File: config.mk
export PLATFORM = sky130hd
export DESIGN_NAME = dram_ctrl
export DESIGN_NICKNAME = d
export VERILOG_FILES = /design/src/rtl/dram_ctrl_pkg.sv /design/src/rtl/dram_refresh_timer.sv /design/src/rtl/dram_seq_fsm.sv /design/src/rtl/dram_addr_mux.sv /design/src/rtl/dram_ctrl.sv
export SDC_FILE = /design/constraint.sdc
export NUM_CORES = 1
export LEC_CHECK = 0
export BUFFER_PORTS_ARGS = -buffer_cell sky130_fd_sc_hd__buf_2
export CAP_MARGIN = 20
export CORE_MARGIN = 1
export CORE_UTILIZATION = 50
export CTS_BUF_LIST = sky130_fd_sc_hd__clkbuf_4 sky130_fd_sc_hd__clkbuf_8
export DETAILED_ROUTE_END_ITERATION = 16
export GPL_TIMING_DRIVEN = 0
export PLACE_DENSITY = 0.78
export SLEW_MARGIN = 10
export SYNTH_ARGS = -nofsm -noshare
export SYNTH_HDL_FRONTEND = slang
export SYNTH_SLANG_ARGS = --single-unit
File: constraint.sdc
create_clock -name clk -period 2.5 [get_ports clk]
set_input_delay 0.375 -clock clk [delete_from_list [all_inputs] [get_ports clk]]
set_output_delay 0.375 -clock clk [all_outputs]
set_load 0.005 [all_outputs]
File: src/rtl/dram_ctrl_pkg.sv
`timescale 1ns/1ps
package dram_ctrl_pkg;

    typedef enum logic [2:0] {
        ST_IDLE     = 3'd0,
        ST_ROW_SU   = 3'd1,
        ST_ROW_HOLD = 3'd2,
        ST_COL_SU   = 3'd3,
        ST_CAS      = 3'd4,
        ST_REF_SU   = 3'd5,
        ST_REF_RAS  = 3'd6,
        ST_PRE      = 3'd7
    } seq_state_e;

    typedef enum logic [1:0] {
        ASEL_HOLD = 2'd0,
        ASEL_ROW  = 2'd1,
        ASEL_COL  = 2'd2,
        ASEL_REF  = 2'd3
    } addr_sel_e;

    typedef struct packed {
        logic ras_n;
        logic cas_n;
        logic we_n;
        logic dq_oe;
    } strobe_t;

    localparam strobe_t STROBE_REST = '{ras_n: 1'b1, cas_n: 1'b1, we_n: 1'b1, dq_oe: 1'b0};

    // Pin levels that belong to a sequencer state
    function automatic strobe_t strobe_decode(seq_state_e s, logic is_write);
        strobe_t st;
        st = STROBE_REST;
        case (s)
            ST_ROW_HOLD: st.ras_n = 1'b0;
            ST_COL_SU: begin
                st.ras_n = 1'b0;
                st.we_n  = ~is_write;
                st.dq_oe = is_write;
            end
            ST_CAS: begin
                st.ras_n = 1'b0;
                st.cas_n = 1'b0;
                st.we_n  = ~is_write;
                st.dq_oe = is_write;
            end
            ST_REF_RAS: st.ras_n = 1'b0;
            default: st = STROBE_REST;
        endcase
        return st;
    endfunction

    function automatic addr_sel_e addr_select(seq_state_e s);
        case (s)
            ST_ROW_SU, ST_ROW_HOLD: return ASEL_ROW;
            ST_COL_SU, ST_CAS:      return ASEL_COL;
            ST_REF_SU, ST_REF_RAS:  return ASEL_REF;
            default:                return ASEL_HOLD;
        endcase
    endfunction

    function automatic int unsigned wait_cnt_width(int unsigned a, int unsigned b,
                                                   int unsigned c, int unsigned d);
        int unsigned m;
        m = a;
        if (b > m) m = b;
        if (c > m) m = c;
        if (d > m) m = d;
        return (m > 1) ? $clog2(m) : 1;
    endfunction

endpackage

File: src/rtl/dram_refresh_timer.sv
`timescale 1ns/1ps
module dram_refresh_timer #(
    parameter int unsigned INTERVAL = 12500,
    parameter int unsigned ROW_W    = 10
) (
    input  logic             clk,
    input  logic             rst,
    input  logic             ref_take,
    input  logic             ref_done,
    output logic             ref_pending,
    output logic [ROW_W-1:0] ref_row
);
    localparam int unsigned TW = (INTERVAL > 1) ? $clog2(INTERVAL) : 1;

    logic [TW-1:0] tick_cnt;
    logic          tick;

    assign tick = (tick_cnt == TW'(INTERVAL - 1));

    always_ff @(posedge clk) begin
        if (rst) begin
            tick_cnt    <= '0;
            ref_pending <= 1'b0;
            ref_row     <= '0;
        end else begin
            tick_cnt    <= tick ? '0 : tick_cnt + 1'b1;
            ref_pending <= (ref_pending & ~ref_take) | tick;
            if (ref_done)
                ref_row <= ref_row + 1'b1;
        end
    end


    pending_held_chk: assert property (@(posedge clk) disable iff (rst)
        (ref_pending && !ref_take) |=> ref_pending);


    row_advance_chk: assert property (@(posedge clk) disable iff (rst)
        ref_done |=> (ref_row == ROW_W'($past(ref_row) + 1'b1)));

endmodule

File: src/rtl/dram_seq_fsm.sv
`timescale 1ns/1ps
module dram_seq_fsm
    import dram_ctrl_pkg::*;
#(
    parameter int unsigned T_RCD = 2,
    parameter int unsigned T_CAS = 2,
    parameter int unsigned T_RP  = 3,
    parameter int unsigned T_RAS = 4
) (
    input  logic       clk,
    input  logic       rst,
    input  logic       req_valid,
    input  logic       cur_write,
    input  logic       ref_pending,
    output seq_state_e state_q,
    output seq_state_e state_d,
    output logic       req_ready,
    output logic       ref_take,
    output logic       ref_done,
    output logic       rd_sample
);
    localparam int unsigned CW = wait_cnt_width(T_RCD, T_CAS, T_RP, T_RAS);

    logic [CW-1:0] cnt_q, cnt_d;

    assign req_ready = (state_q == ST_IDLE) && !ref_pending;

    always_comb begin
        state_d   = state_q;
        cnt_d     = cnt_q;
        ref_take  = 1'b0;
        ref_done  = 1'b0;
        rd_sample = 1'b0;
        case (state_q)
            ST_IDLE: begin
                if (ref_pending) begin
                    state_d  = ST_REF_SU;
                    ref_take = 1'b1;
                end else if (req_valid) begin
                    state_d = ST_ROW_SU;
                end
            end
            ST_ROW_SU: begin
                state_d = ST_ROW_HOLD;
                cnt_d   = CW'(T_RCD - 1);
            end
            ST_ROW_HOLD: begin
                if (cnt_q == '0) state_d = ST_COL_SU;
                else             cnt_d   = cnt_q - 1'b1;
            end
            ST_COL_SU: begin
                state_d = ST_CAS;
                cnt_d   = CW'(T_CAS - 1);
            end
            ST_CAS: begin
                if (cnt_q == '0) begin
                    state_d   = ST_PRE;
                    cnt_d     = CW'(T_RP - 1);
                    rd_sample = !cur_write;
                end else begin
                    cnt_d = cnt_q - 1'b1;
                end
            end
            ST_REF_SU: begin
                state_d = ST_REF_RAS;
                cnt_d   = CW'(T_RAS - 1);
            end
            ST_REF_RAS: begin
                if (cnt_q == '0) begin
                    state_d  = ST_PRE;
                    cnt_d    = CW'(T_RP - 1);
                    ref_done = 1'b1;
                end else begin
                    cnt_d = cnt_q - 1'b1;
                end
            end
            ST_PRE: begin
                if (cnt_q == '0) state_d = ST_IDLE;
                else             cnt_d   = cnt_q - 1'b1;
            end
            default: state_d = ST_IDLE;
        endcase
    end

    always_ff @(posedge clk) begin
        if (rst) begin
            state_q <= ST_IDLE;
            cnt_q   <= '0;
        end else begin
            state_q <= state_d;
            cnt_q   <= cnt_d;
        end
    end


    refresh_first_chk: assert property (@(posedge clk) disable iff (rst)
        (state_q == ST_IDLE && ref_pending) |=> (state_q == ST_REF_SU));


    access_not_cut_chk: assert property (@(posedge clk) disable iff (rst)
        (state_q == ST_CAS) |=> (state_q == ST_CAS || state_q == ST_PRE));

endmodule

File: src/rtl/dram_addr_mux.sv
`timescale 1ns/1ps
module dram_addr_mux
    import dram_ctrl_pkg::*;
#(
    parameter int unsigned ROW_W = 10
) (
    input  addr_sel_e        sel,
    input  logic [ROW_W-1:0] hold_addr,
    input  logic [ROW_W-1:0] row_addr,
    input  logic [ROW_W-1:0] col_addr,
    input  logic [ROW_W-1:0] ref_addr,
    output logic [ROW_W-1:0] next_addr
);
    always_comb begin
        case (sel)
            ASEL_ROW: next_addr = row_addr;
            ASEL_COL: next_addr = col_addr;
            ASEL_REF: next_addr = ref_addr;
            default:  next_addr = hold_addr;
        endcase
    end
endmodule

File: src/rtl/dram_ctrl.sv
`timescale 1ns/1ps
module dram_ctrl
    import dram_ctrl_pkg::*;
#(
    parameter int unsigned ROW_W         = 10,
    parameter int unsigned DATA_W        = 16,
    parameter int unsigned RETENTION_CYC = 12800000,
    parameter int unsigned T_RCD         = 2,
    parameter int unsigned T_CAS         = 2,
    parameter int unsigned T_RP          = 3,
    parameter int unsigned T_RAS         = 4
) (
    input  logic                 clk,
    input  logic                 rst,
    input  logic                 req_valid,
    output logic                 req_ready,
    input  logic                 req_write,
    input  logic [2*ROW_W-1:0]   req_addr,
    input  logic [DATA_W-1:0]    req_wdata,
    output logic                 rsp_valid,
    output logic [DATA_W-1:0]    rsp_rdata,
    output logic [ROW_W-1:0]     dram_addr,
    output logic                 dram_ras_n,
    output logic                 dram_cas_n,
    output logic                 dram_we_n,
    output logic                 dram_dq_oe,
    output logic [DATA_W-1:0]    dram_dq_out,
    input  logic [DATA_W-1:0]    dram_dq_in
);
    localparam int unsigned ADDR_W       = 2 * ROW_W;
    localparam int unsigned ROWS         = 1 << ROW_W;
    localparam int unsigned REF_INTERVAL = RETENTION_CYC / ROWS;
    localparam int unsigned HW           = $clog2(T_RP + 2) + 1;

    typedef struct packed {
        logic              write;
        logic [ROW_W-1:0]  row;
        logic [ROW_W-1:0]  col;
        logic [DATA_W-1:0] wdata;
    } host_req_t;

    host_req_t        req_q;
    seq_state_e       state_q, state_d;
    strobe_t          pins_q;
    logic [ROW_W-1:0] addr_q, addr_d, ref_row, row_src;
    logic             ref_pending, ref_take, ref_done, rd_sample, req_fire;

    assign req_fire = req_valid && req_ready;
    assign row_src  = req_fire ? req_addr[ADDR_W-1:ROW_W] : req_q.row;

    dram_refresh_timer #(.INTERVAL(REF_INTERVAL), .ROW_W(ROW_W)) u_timer (
        .clk(clk), .rst(rst), .ref_take(ref_take), .ref_done(ref_done),
        .ref_pending(ref_pending), .ref_row(ref_row)
    );

    dram_seq_fsm #(.T_RCD(T_RCD), .T_CAS(T_CAS), .T_RP(T_RP), .T_RAS(T_RAS)) u_fsm (
        .clk(clk), .rst(rst), .req_valid(req_valid), .cur_write(req_q.write),
        .ref_pending(ref_pending), .state_q(state_q), .state_d(state_d),
        .req_ready(req_ready), .ref_take(ref_take), .ref_done(ref_done),
        .rd_sample(rd_sample)
    );

    dram_addr_mux #(.ROW_W(ROW_W)) u_amux (
        .sel(addr_select(state_d)), .hold_addr(addr_q), .row_addr(row_src),
        .col_addr(req_q.col), .ref_addr(ref_row), .next_addr(addr_d)
    );

    always_ff @(posedge clk) begin
        if (rst) begin
            req_q <= '0;
        end else if (req_fire) begin
            req_q.write <= req_write;
            req_q.row   <= req_addr[ADDR_W-1:ROW_W];
            req_q.col   <= req_addr[ROW_W-1:0];
            req_q.wdata <= req_wdata;
        end
    end

    // Pins are registered from the next state so they never glitch
    always_ff @(posedge clk) begin
        if (rst) begin
            pins_q    <= STROBE_REST;
            addr_q    <= '0;
            rsp_valid <= 1'b0;
            rsp_rdata <= '0;
        end else begin
            pins_q    <= strobe_decode(state_d, req_q.write);
            addr_q    <= addr_d;
            rsp_valid <= rd_sample;
            if (rd_sample)
                rsp_rdata <= dram_dq_in;
        end
    end

    assign dram_addr   = addr_q;
    assign dram_ras_n  = pins_q.ras_n;
    assign dram_cas_n  = pins_q.cas_n;
    assign dram_we_n   = pins_q.we_n;
    assign dram_dq_oe  = pins_q.dq_oe;
    assign dram_dq_out = req_q.wdata;

    // Checker state: cycles the row strobe has been high
    logic [HW-1:0] hi_run;
    always_ff @(posedge clk) begin
        if (rst)
            hi_run <= HW'(T_RP + 1);
        else if (!dram_ras_n)
            hi_run <= '0;
        else if (hi_run != '1)
            hi_run <= hi_run + 1'b1;
    end


    cas_inside_ras_chk: assert property (@(posedge clk) disable iff (rst)
        !dram_cas_n |-> !dram_ras_n);


    row_addr_setup_chk: assert property (@(posedge clk) disable iff (rst)
        $fell(dram_ras_n) |-> $stable(dram_addr));


    we_setup_chk: assert property (@(posedge clk) disable iff (rst)
        ($fell(dram_cas_n) && !dram_we_n) |-> ($past(dram_we_n) == 1'b0));


    precharge_gap_chk: assert property (@(posedge clk) disable iff (rst)
        $fell(dram_ras_n) |-> (hi_run >= HW'(T_RP + 1)));


    ready_when_quiet_chk: assert property (@(posedge clk) disable iff (rst)
        req_ready |-> (dram_ras_n && dram_cas_n));


    rsp_at_cas_rise_chk: assert property (@(posedge clk) disable iff (rst)
        rsp_valid |-> $rose(dram_cas_n));

endmodule

; ---- Word-level counts from Yosys, hierarchy flattened
; Index checks and enable logic that the tools add are counted.
[word_totals]
regBits = 98
input_bits = 56
output_inout_bits = 48
elab_cells = 80
[op_classes]
add_sub_neg = 3
eq_ne = 18
muxes = 20
bitwise = 5
reduce_logical = 18
[ops]
columns = operator, count
row1 = 10-bit case mux with 3 select lines, 1
row2 = "3-bit == test, second input constant", 7
row3 = 3-bit case mux with 7 select lines, 1
row4 = 2-bit OR reduction, 8
row5 = 3-bit 2-to-1 mux, 5
row6 = "14-bit by 1-bit adder with 14-bit output, second input constant", 1
row7 = "14-bit == test, second input constant", 1
row8 = "3-bit by 2-bit == test with 1-bit output, second input constant", 4
row9 = "10-bit by 1-bit adder with 10-bit output, second input constant", 1
row10 = 10-bit 2-to-1 mux, 1
row11 = 1-bit 2-to-1 mux, 8
row12 = 2-bit case mux with 4 select lines, 1
row13 = "3-bit by 1-bit == test with 1-bit output, second input constant", 2
row14 = 2-bit case mux with 3 select lines, 1
row15 = "2-bit == test, second input constant", 2
row16 = 2-bit 2-to-1 mux, 2
row17 = 4-bit nonzero test, 1
row18 = 4-bit OR reduction, 1
row19 = 3-bit zero test, 1
row20 = 1-bit inverter, 3
row21 = 3-bit nonzero test, 1
row22 = "2-bit by 1-bit == test with 1-bit output, second input constant", 1
row23 = 1-bit logical AND, 2
row24 = 1-bit zero test, 2
row25 = 6 further kinds, 6

; ---- Depth between registers and ports, before layout
; Gate-level depths: netlist of the first run.
[depth]
ltp_word = 8
ltp_mapped = 11

; ---- Hierarchy
; Synthesis of the first run repeated with hierarchy kept, for this count alone.
[hier_totals]
hier_cells = 465
hier_area_um2 = 4604.4
[modules_own_cells]
columns = module, n_inst, cells_per_inst, area_per_inst_um2, seq_area_each_um2
row1 = dram_ctrl, 1, 285, 2896.5, 1361.3
row2 = dram_refresh_timer, 1, 119, 1076.0, 500.5
row3 = dram_seq_fsm, 1, 49, 390.4, 100.1
row4 = dram_addr_mux, 1, 12, 241.5, 0.0

; ---- Least setup slack after synthesis of the first run
; No wires, ideal clock.
[synth_path]
path_type = register to register
startpoint = register u_fsm.state_q[2]
endpoint = register addr_q[0], in the netlist dram_addr[0]
setup_time_ps = 121
arrival_time_ps = 2538
required_time_ps = 2379
path_slack_ps = -158
stages_incl_launch_ff = 10
path_cell_list = dfxtp_1 -> clkbuf_1 -> or4_1 -> o21ai_0 -> o22a_1 -> inv_1 -> ha_1 -> or3_1 -> mux2i_4 -> mux2_2
[synth_between]
elab_chain_cells = 8
[synth_rtl]
columns = element, line_no
row1 = "start, declared", dram_seq_fsm.sv:15  ; output seq_state_e state_q,
row2 = "start signal, assigned", dram_seq_fsm.sv:90  ; state_q <= state_d;
row3 = 3-bit == test, dram_seq_fsm.sv:34  ; case (state_q)
row4 = 2-bit OR reduction (no source line), -
row5 = 3-bit case mux with 7 select lines *, dram_seq_fsm.sv:34
row6 = via state_d[0], dram_ctrl.sv:43  ; seq_state_e state_q, state_d;
row7 = "3-bit == test, or another cell as far along", dram_ctrl_pkg.sv:55  ; case (s)
row8 = 2-bit OR reduction (on tied branches), -
row9 = 2-bit case mux with 3 select lines *, dram_ctrl_pkg.sv:55
row10 = 2-bit == test or 2-bit by 1-bit == test with 1-bit output (tied branches), dram_addr_mux.sv:15  ; case (sel)
row11 = 10-bit case mux with 3 select lines or 3-bit nonzero test (tied branches), -
row12 = "end signal, assigned", dram_ctrl.sv:88  ; addr_q <= addr_d;
row13 = "end, declared", dram_ctrl.sv:45  ; logic [ROW_W-1:0] addr_q, addr_d, ref_row, row_src;
; The timed path passes the listed nets; every way through them passes the cells marked *.
; A chain may end at the register's enable or synchronous reset.

; ---- Worst setup path in the final report of the first run
[layout_path]
startpoint = register u_fsm.state_q[2]
endpoint = register addr_q[5], in the netlist dram_addr[5]
; The elaborated chain is that of the path after synthesis.

==> out/results.ini, run 1 <==
[worst_setup_path]
r2r_start = u_fsm.state_q[2]
required_ps = 2750
critPathLaunchType = flip-flop
rrSetupSlack_ps = 5
critPathMaxFanout = 5
crit-reg2reg-capture = dram_addr[5]
arrival_ps = 2750
endpoint_kind = flip-flop
worstRegToRegCells = 10
critPathKind = reg -> reg

[global_routing]
grt_pass1_wl_um = 16600
grt_pass1_vias = 3584
gr-usage-all-layers_pct = 24.3
grt_antenna_before_repair = 0
grt_start_max_net_pins = 18
grt-ovfl-total = 0

[die]
io_pins = 104
start_util_pct = 51.6
die_w_um = 94.1
fp-row-count = 33
die_h_um = 94.1
core-area_um2 = 8220
die_area_um2 = 8850

[clock_network]
cts_tree = built
cts_max_level = 3
clock_latency_ps = 370
numCtsBuffers = 9
cts-root-buf = clkbuf_8
clockBufferDepth = 2
clk_pin_slew_ps = 100
clkSinkCount = 98

[finish]
mostFrequentLayoutCells = nand2_1 (120), buf_2 (111), dfxtp_1 (94)
n_antenna_cell = 0
drive_gt1_share_pct = 29.6
nets = 690
nFillCells = 697
final_common_cell = nand2_1
area_growth_pct = 23.4

[synth]
yosysWarnings = 0
async_flop_share_pct = 0
synth_edf_count = 0
synth_seq_cells = 98
yosysTopAreaCellShare_pct = 46.3
ys_types = 43
synthTopCellsByArea = dfxtp_1 (46%), nand2_1 (11%), a21oi_1 (8.0%), nor2_1 (3.3%), buf_4 (3.2%)
syn_inst = 505
synth_area_um2 = 4240
ys_seq_area_share_pct = 46.3
synth_nets = 569
synth_area_per_cell_um2 = 8.39
synth_ff_type = dfxtp_1
yosysTopAreaCell = dfxtp_1

[pwr]
p_leak_nw = 2.29
p_total_mw = 5.28
power.share.combinational_pct = 45.2
irDropWorstVdd_uv = 586
p_sw_mw = 1.96
power_frac_seq_pct = 36.3
swShare_pct = 37.2
clockPowerShare_pct = 18.4
cellPowerDensity_nw_per_um2 = 1010
intPower_mw = 3.32

[drt]
dr.pass1.iters = 4
routedWlPerCell_um = 13.9
via_count = 3772
drt-total-wl_um = 10200
drc_errors = 0
drtAntennaViolNets = 0
viasPerCell = 5.13
dr.first_iter.drc_count = 139

[sta]
finalSetupViolations = 0
fin_skew_ps = 10.3
fin_crit_ps = 2490
relSlewSlack_pct = 61.6
worstMarginPinSlew_ps = 577
rsz0062_at_grt = true
final_hold_viol_count = 0
period_share_pct = 99.8
max_freq_mhz = 401
holdWs_ps = 233
drv_slew = 0

[placed_design]
port_buffers = 103
routabilityCongestion = 0.824
hpwl_um = 7070

[job]
drv_cap = 0

[hold_path]
hold_end = dram_dq_out[3]
holdPathStages = 3
hold_start = req_wdata[3]
hold_class = in -> reg

[status]
status = complete, no violations

cells by family after synthesis:
logic type      Yosys count  synth area share, %
simple gates            201                 21.0
flops                    98                 46.3
xor+xnor                 19                 3.93
buf+inv                  62                 7.32
compound gates           93                 12.8
fa+ha+maj                 8                 2.36
mux                      24                 6.26
final cells by class:
class / count / area, um^2 / share of cell area (%)
multi-input combinational: 345 / 2030 / 38.9
sequential: 98 / 1970 / 37.7
timing repair buffer: 112 / 591 / 11.3
buffer: 44 / 256 / 4.90
clock buffer: 10 / 138 / 2.63
tap: 105 / 131 / 2.51
inverter: 16 / 60.1 / 1.15
clock inverter: 6 / 50.0 / 0.957
metal layers:
layer / GRT usage, % / share of wire [%]
met1: 29.2 / 44
met4: 8.97 / 1.7
met2: 42.9 / 49
met5: 0 / 0
met3: 4.69 / 5.1
timing repair:
item                                    4_1_cts  5_1_grt
hold buffers                                  0        0
endpoints found under the setup margin       10       10
pin swaps                                     1        1
setup buffers                                 9        1
resized for setup                            14        2
gates cloned                                  1        0
metrics by stage:
stage | instance area (um^2) | setup TNS [ps] | util (%) | setup slack [ps] | cells
floorplan | 4320 | -955 | - | -95.5 | 505
global placement | 4960 | -3870 | 60.4 | -394 | 713
detailed placement | 4960 | -4380 | 60.4 | -442 | 713
CTS | 5260 | -316 | 64.0 | -39.4 | 737
global route | 5230 | -724 | 63.7 | -87.9 | 736
finish | 5230 | 0 | 63.7 | 5.48 | 736
synth_stat cells (3+ instances only):
library cell	instances
a21oi_1	68
a221oi_1	10
and2_1	3
and3_1	6
and4_1	3
buf_1	4
buf_2	8
buf_4	18
clkbuf_1	16
dfxtp_1	98
ha_1	8
inv_1	16
mux2_2	9
mux2i_1	13
nand2_1	120
nand2b_1	5
nand3_1	5
nand4_1	3
nor2_1	37
nor3_1	4
o21ai_0	6
or3_1	4
xnor2_1	6
xor2_1	13
power by group through the flow:
stage	clock, mW	sequential (mW)	combinational [mW]
after detailed placement	0	1.95	2.17
final	0.974	1.92	2.39
after floorplan	0	1.93	1.62
after global routing	1.07	1.94	2.62
after global placement	0	1.94	2.11
after CTS	0.996	1.91	2.51
sequential cells by signal, indices dropped and copies added (netlist names):
register and cells:
dram_dq_out 16, dram_cas_n 1, u_timer.ref_pending 1, u_timer.ref_row 10, dram_ras_n 1, u_timer.tick_cnt 14
rsp_rdata 16, rsp_valid 1, dram_dq_oe 1, u_fsm.state_q 3, req_q 21, dram_addr 10
dram_we_n 1, u_fsm.cnt_q 2
how the worst max path moves through the flow:
stage / from / end / slack, ps / cells after the start
2_1_floorplan: u_fsm.state_q[1] / dram_addr[0] / -100 / 9
3_3_place_gp: req_valid / dram_addr[1] / -390 / 9
3_5_place_dp: req_valid / dram_addr[1] / -440 / 9
4_1_cts: u_fsm.state_q[2] / dram_addr[5] / -40 / 11
5_1_grt: u_fsm.state_q[2] / dram_addr[1] / -90 / 10
6_report: u_fsm.state_q[2] / dram_addr[5] / 5 / 10
worst max-delay path, cell delays in order, from the launching register on:
cell	delay, ps
dfxtp_4	360
buf_8	110
or4_1	390
o21ai_1	90
o22a_2	220
inv_2	50
ha_2	160
or3_4	330
mux2i_4	180
buf_6	180
mux2_4	300
Note: power is estimated with default switching activity, not from simulation.
==> run 2: changes to the inputs <==
--- a/config.mk
+++ b/config.mk
@@ -5,14 +5,15 @@
 export SDC_FILE = /design/constraint.sdc
 export NUM_CORES = 1
 export LEC_CHECK = 0
+export ABC_AREA = 1
 export BUFFER_PORTS_ARGS = -buffer_cell sky130_fd_sc_hd__buf_2
 export CAP_MARGIN = 20
 export CORE_MARGIN = 1
-export CORE_UTILIZATION = 50
+export CORE_UTILIZATION = 60
 export CTS_BUF_LIST = sky130_fd_sc_hd__clkbuf_4 sky130_fd_sc_hd__clkbuf_8
 export DETAILED_ROUTE_END_ITERATION = 16
 export GPL_TIMING_DRIVEN = 0
-export PLACE_DENSITY = 0.78
+export PLACE_DENSITY = 0.88
 export SLEW_MARGIN = 10
 export SYNTH_ARGS = -nofsm -noshare
 export SYNTH_HDL_FRONTEND = slang
==> constraint.sdc (replaced) <==
create_clock -name clk -period 2.9 [get_ports clk]
set_input_delay 0.435 -clock clk [delete_from_list [all_inputs] [get_ports clk]]
set_output_delay 0.435 -clock clk [all_outputs]
set_load 0.005 [all_outputs]
==> out/results.ini, run 2 <==
[clock_network]
cts-root-buf = clkbuf_8
clock_latency_ps = 360  ; about the same
cts_hold_buf = 0  ; unchanged
clk_pin_slew_ps = 100  ; about the same
clkSinkCount = 98  ; unchanged
numCtsBuffers = 9  ; unchanged
cts_tree = built
clockBufferDepth = 2  ; unchanged
cts_max_level = 3  ; unchanged

[drt]
via_count = 4303  ; +14%
drc_errors = 0  ; unchanged
viasPerCell = 5.29  ; +3.1%
routedWlPerCell_um = 13.3  ; -4.3%
drtAntennaViolNets = 0  ; unchanged
drt-total-wl_um = 10800  ; +5.8%
dr.first_iter.drc_count = 306  ; +120%
dr.pass1.iters = 6  ; +2

[placed_design]
port_buffers = 103  ; unchanged
post-place-cells = 799  ; +12%
hpwl_um = 7740  ; +9.5%
routabilityCongestion = 0.865  ; +5.0%

[die]
die_area_um2 = 7730  ; -13%
fp-row-count = 30  ; -9.1%
die_h_um = 87.9  ; -6.6%
io_pins = 104  ; unchanged
die_w_um = 87.9  ; -6.6%
core-area_um2 = 6940  ; -15%
start_util_pct = 63.7  ; +12 points

[pwr]
cellPowerDensity_nw_per_um2 = 1060  ; +5.1%
irDropWorstVdd_uv = 558  ; -4.9%
p_leak_nw = 2.47  ; +7.5%
p_total_mw = 5.61  ; +6.2%

[synth]
synth_area_per_cell_um2 = 7.38  ; -12%
synth_edf_count = 0  ; unchanged
async_flop_share_pct = 0  ; unchanged
synth_commonest_cells = nand2_1 (107), dfxtp_1 (98), inv_1 (78)
synth_area_um2 = 4430  ; +4.5%
synth_seq_cells = 98  ; unchanged
synth_nets = 664  ; +17%
ys_types = 36  ; -16%
yosysTopAreaCellShare_pct = 44.3  ; -2.0 points
ys_seq_area_share_pct = 44.3  ; -2.0 points
synthTopCellsByArea = dfxtp_1 (44%), nand2_1 (9.1%), a21oi_1 (7.0%), inv_1 (6.6%), nand3_1 (6.4%)
yosysWarnings = 0  ; unchanged
synth_ff_type = dfxtp_1
syn_inst = 600  ; +19%
yosysTopAreaCell = dfxtp_1
synth.most_common_cell = nand2_1

[global_routing]
grt_antenna_before_repair = 0  ; unchanged
gr-usage-all-layers_pct = 28.6  ; +4.3 points
grt-ovfl-total = 0  ; unchanged
grt_pass1_vias = 3913  ; +9.2%
grt_start_max_net_pins = 16  ; -2
grt_pass1_wl_um = 17200  ; +3.3%

[sta]
max_freq_mhz = 376  ; -6.1%
finalSetupViolations = 0  ; unchanged
relSlewSlack_pct = 59.4  ; -2.1 points
drv_slew = 0  ; unchanged
fin_skew_ps = 14.7  ; +4.45 ps
holdWs_ps = 331  ; +98.8 ps
finalSetupTns_ps = 0  ; unchanged
rsz0062_at_grt = false
period_share_pct = 91.6  ; -8.2 points
fin_crit_ps = 2660  ; +162 ps
final_hold_viol_count = 0  ; unchanged
worstMarginPinSlew_ps = 608  ; +31.8 ps

[hold_path]
hold_class = in -> reg
hold_start = req_addr[18]

[worst_setup_path]
critPathKind = reg -> reg
endpoint_kind = flip-flop
cp-startpoint = u_fsm.cnt_q[0]
required_ps = 3210  ; +460 ps
critPathLaunchType = flip-flop
arrival_ps = 2970  ; +220 ps
critPathMaxFanout = 10  ; +5
rrSetupSlack_ps = 240  ; +240 ps
r2r_start = u_fsm.cnt_q[0]

[status]
status = complete, no violations

[finish]
fin_cells = 814  ; +11%
nFillCells = 542  ; -22%
area_growth_pct = 19.4
drive_gt1_share_pct = 23.7  ; -6.0 points
finish.utilization_pct = 76.1  ; +12 points
largest_reg_flops = 21  ; unchanged
nets = 778  ; +13%
final_common_cell = buf_2
regMostFlops = req_q
mostFrequentLayoutCells = buf_2 (111), nand2_1 (107), dfxtp_1 (98)
n_antenna_cell = 0  ; unchanged

[job]
drv_cap = 0  ; unchanged

run 2: cell types whose count changed after synthesis, sizes merged, moves of 6 or more:
cell	delta
inv	+66
nand3	+54
a21oi	-6
xor2	-9
xnor2	-6
nand2	-6
nand4	+18
mux2i	-14
a221oi	-10
and3	-6
mux2	-10
o21ai	+34
run 2: metrics by stage:
step | setup WS, ps | cell area (um^2)
final | 243 | 5280
after global routing | 21.7 | 5280
after CTS | 96.3 | 5280
after detailed placement | 64.7 | 5060
after global placement | 208 | 5060
after floorplan | 661 | 4430
run 2: path summary, 6_finish.rpt:
| path | end | depth (start not counted) |
|---|---|---|
| hold reg to reg | rsp_rdata[6] | 2 |
| setup / recovery | dram_addr[7] | 13 |
| hold / removal | req_q[34] | 3 |
| setup reg to reg | dram_addr[7] | 13 |
run 2: critical path, stage by stage, from the launching register on:
cell and delay [ps]:
dfxtp_1 330, inv_1 70, ha_1 270, nand2_2 130, inv_1 70, o21ai_1 310
inv_1 110, ha_1 360, inv_1 170, clkbuf_1 370, nand4_1 180, nand3_1 140
nand2_1 60, inv_1 40
run 2: cell families after synthesis:
group,Yosys count,share of synthesized area (%)
simple gates,253,27.0
compound gates,108,12.4
fa+ha+maj,8,2.26
xor+xnor,4,0.791
flops,98,44.3
buf+inv,129,13.2
run 2: power breakdown:
| group | switching, mW | internal (mW) |
|---|---|---|
| Combinational | 1.82 | 1.03 |
| Sequential | 0.148 | 1.63 |
| Clock | 0.466 | 0.516 |
| Total | 2.43 | 3.18 |
run 2: layer usage:
layer / track usage [%] / up-vias / wire, um
li1: - / 2151 / -
met1: 34.7 / 1947 / 4620
met2: 47.4 / 175 / 5150
met3: 6.97 / 30 / 744
met4: 14.3 / 0 / 312
met5: 0 / - / 0
run 2: what timing repair did:
item                                    4_1_cts  5_1_grt
endpoints found under the setup margin        0       10
gates resized for setup                       0        1
setup buffers                                 0        0
run 2: cell type report:
class	instances	area (um^2)	share of cell area (%)
clock inverter	4	76.3	1.44
inverter	83	312	5.90
multi-input combinational	373	1880	35.6
tap	96	120	2.27
timing repair buffer	103	515	9.76
clock buffer	11	145	2.75
sequential	98	1960	37.1
buffer	46	273	5.16
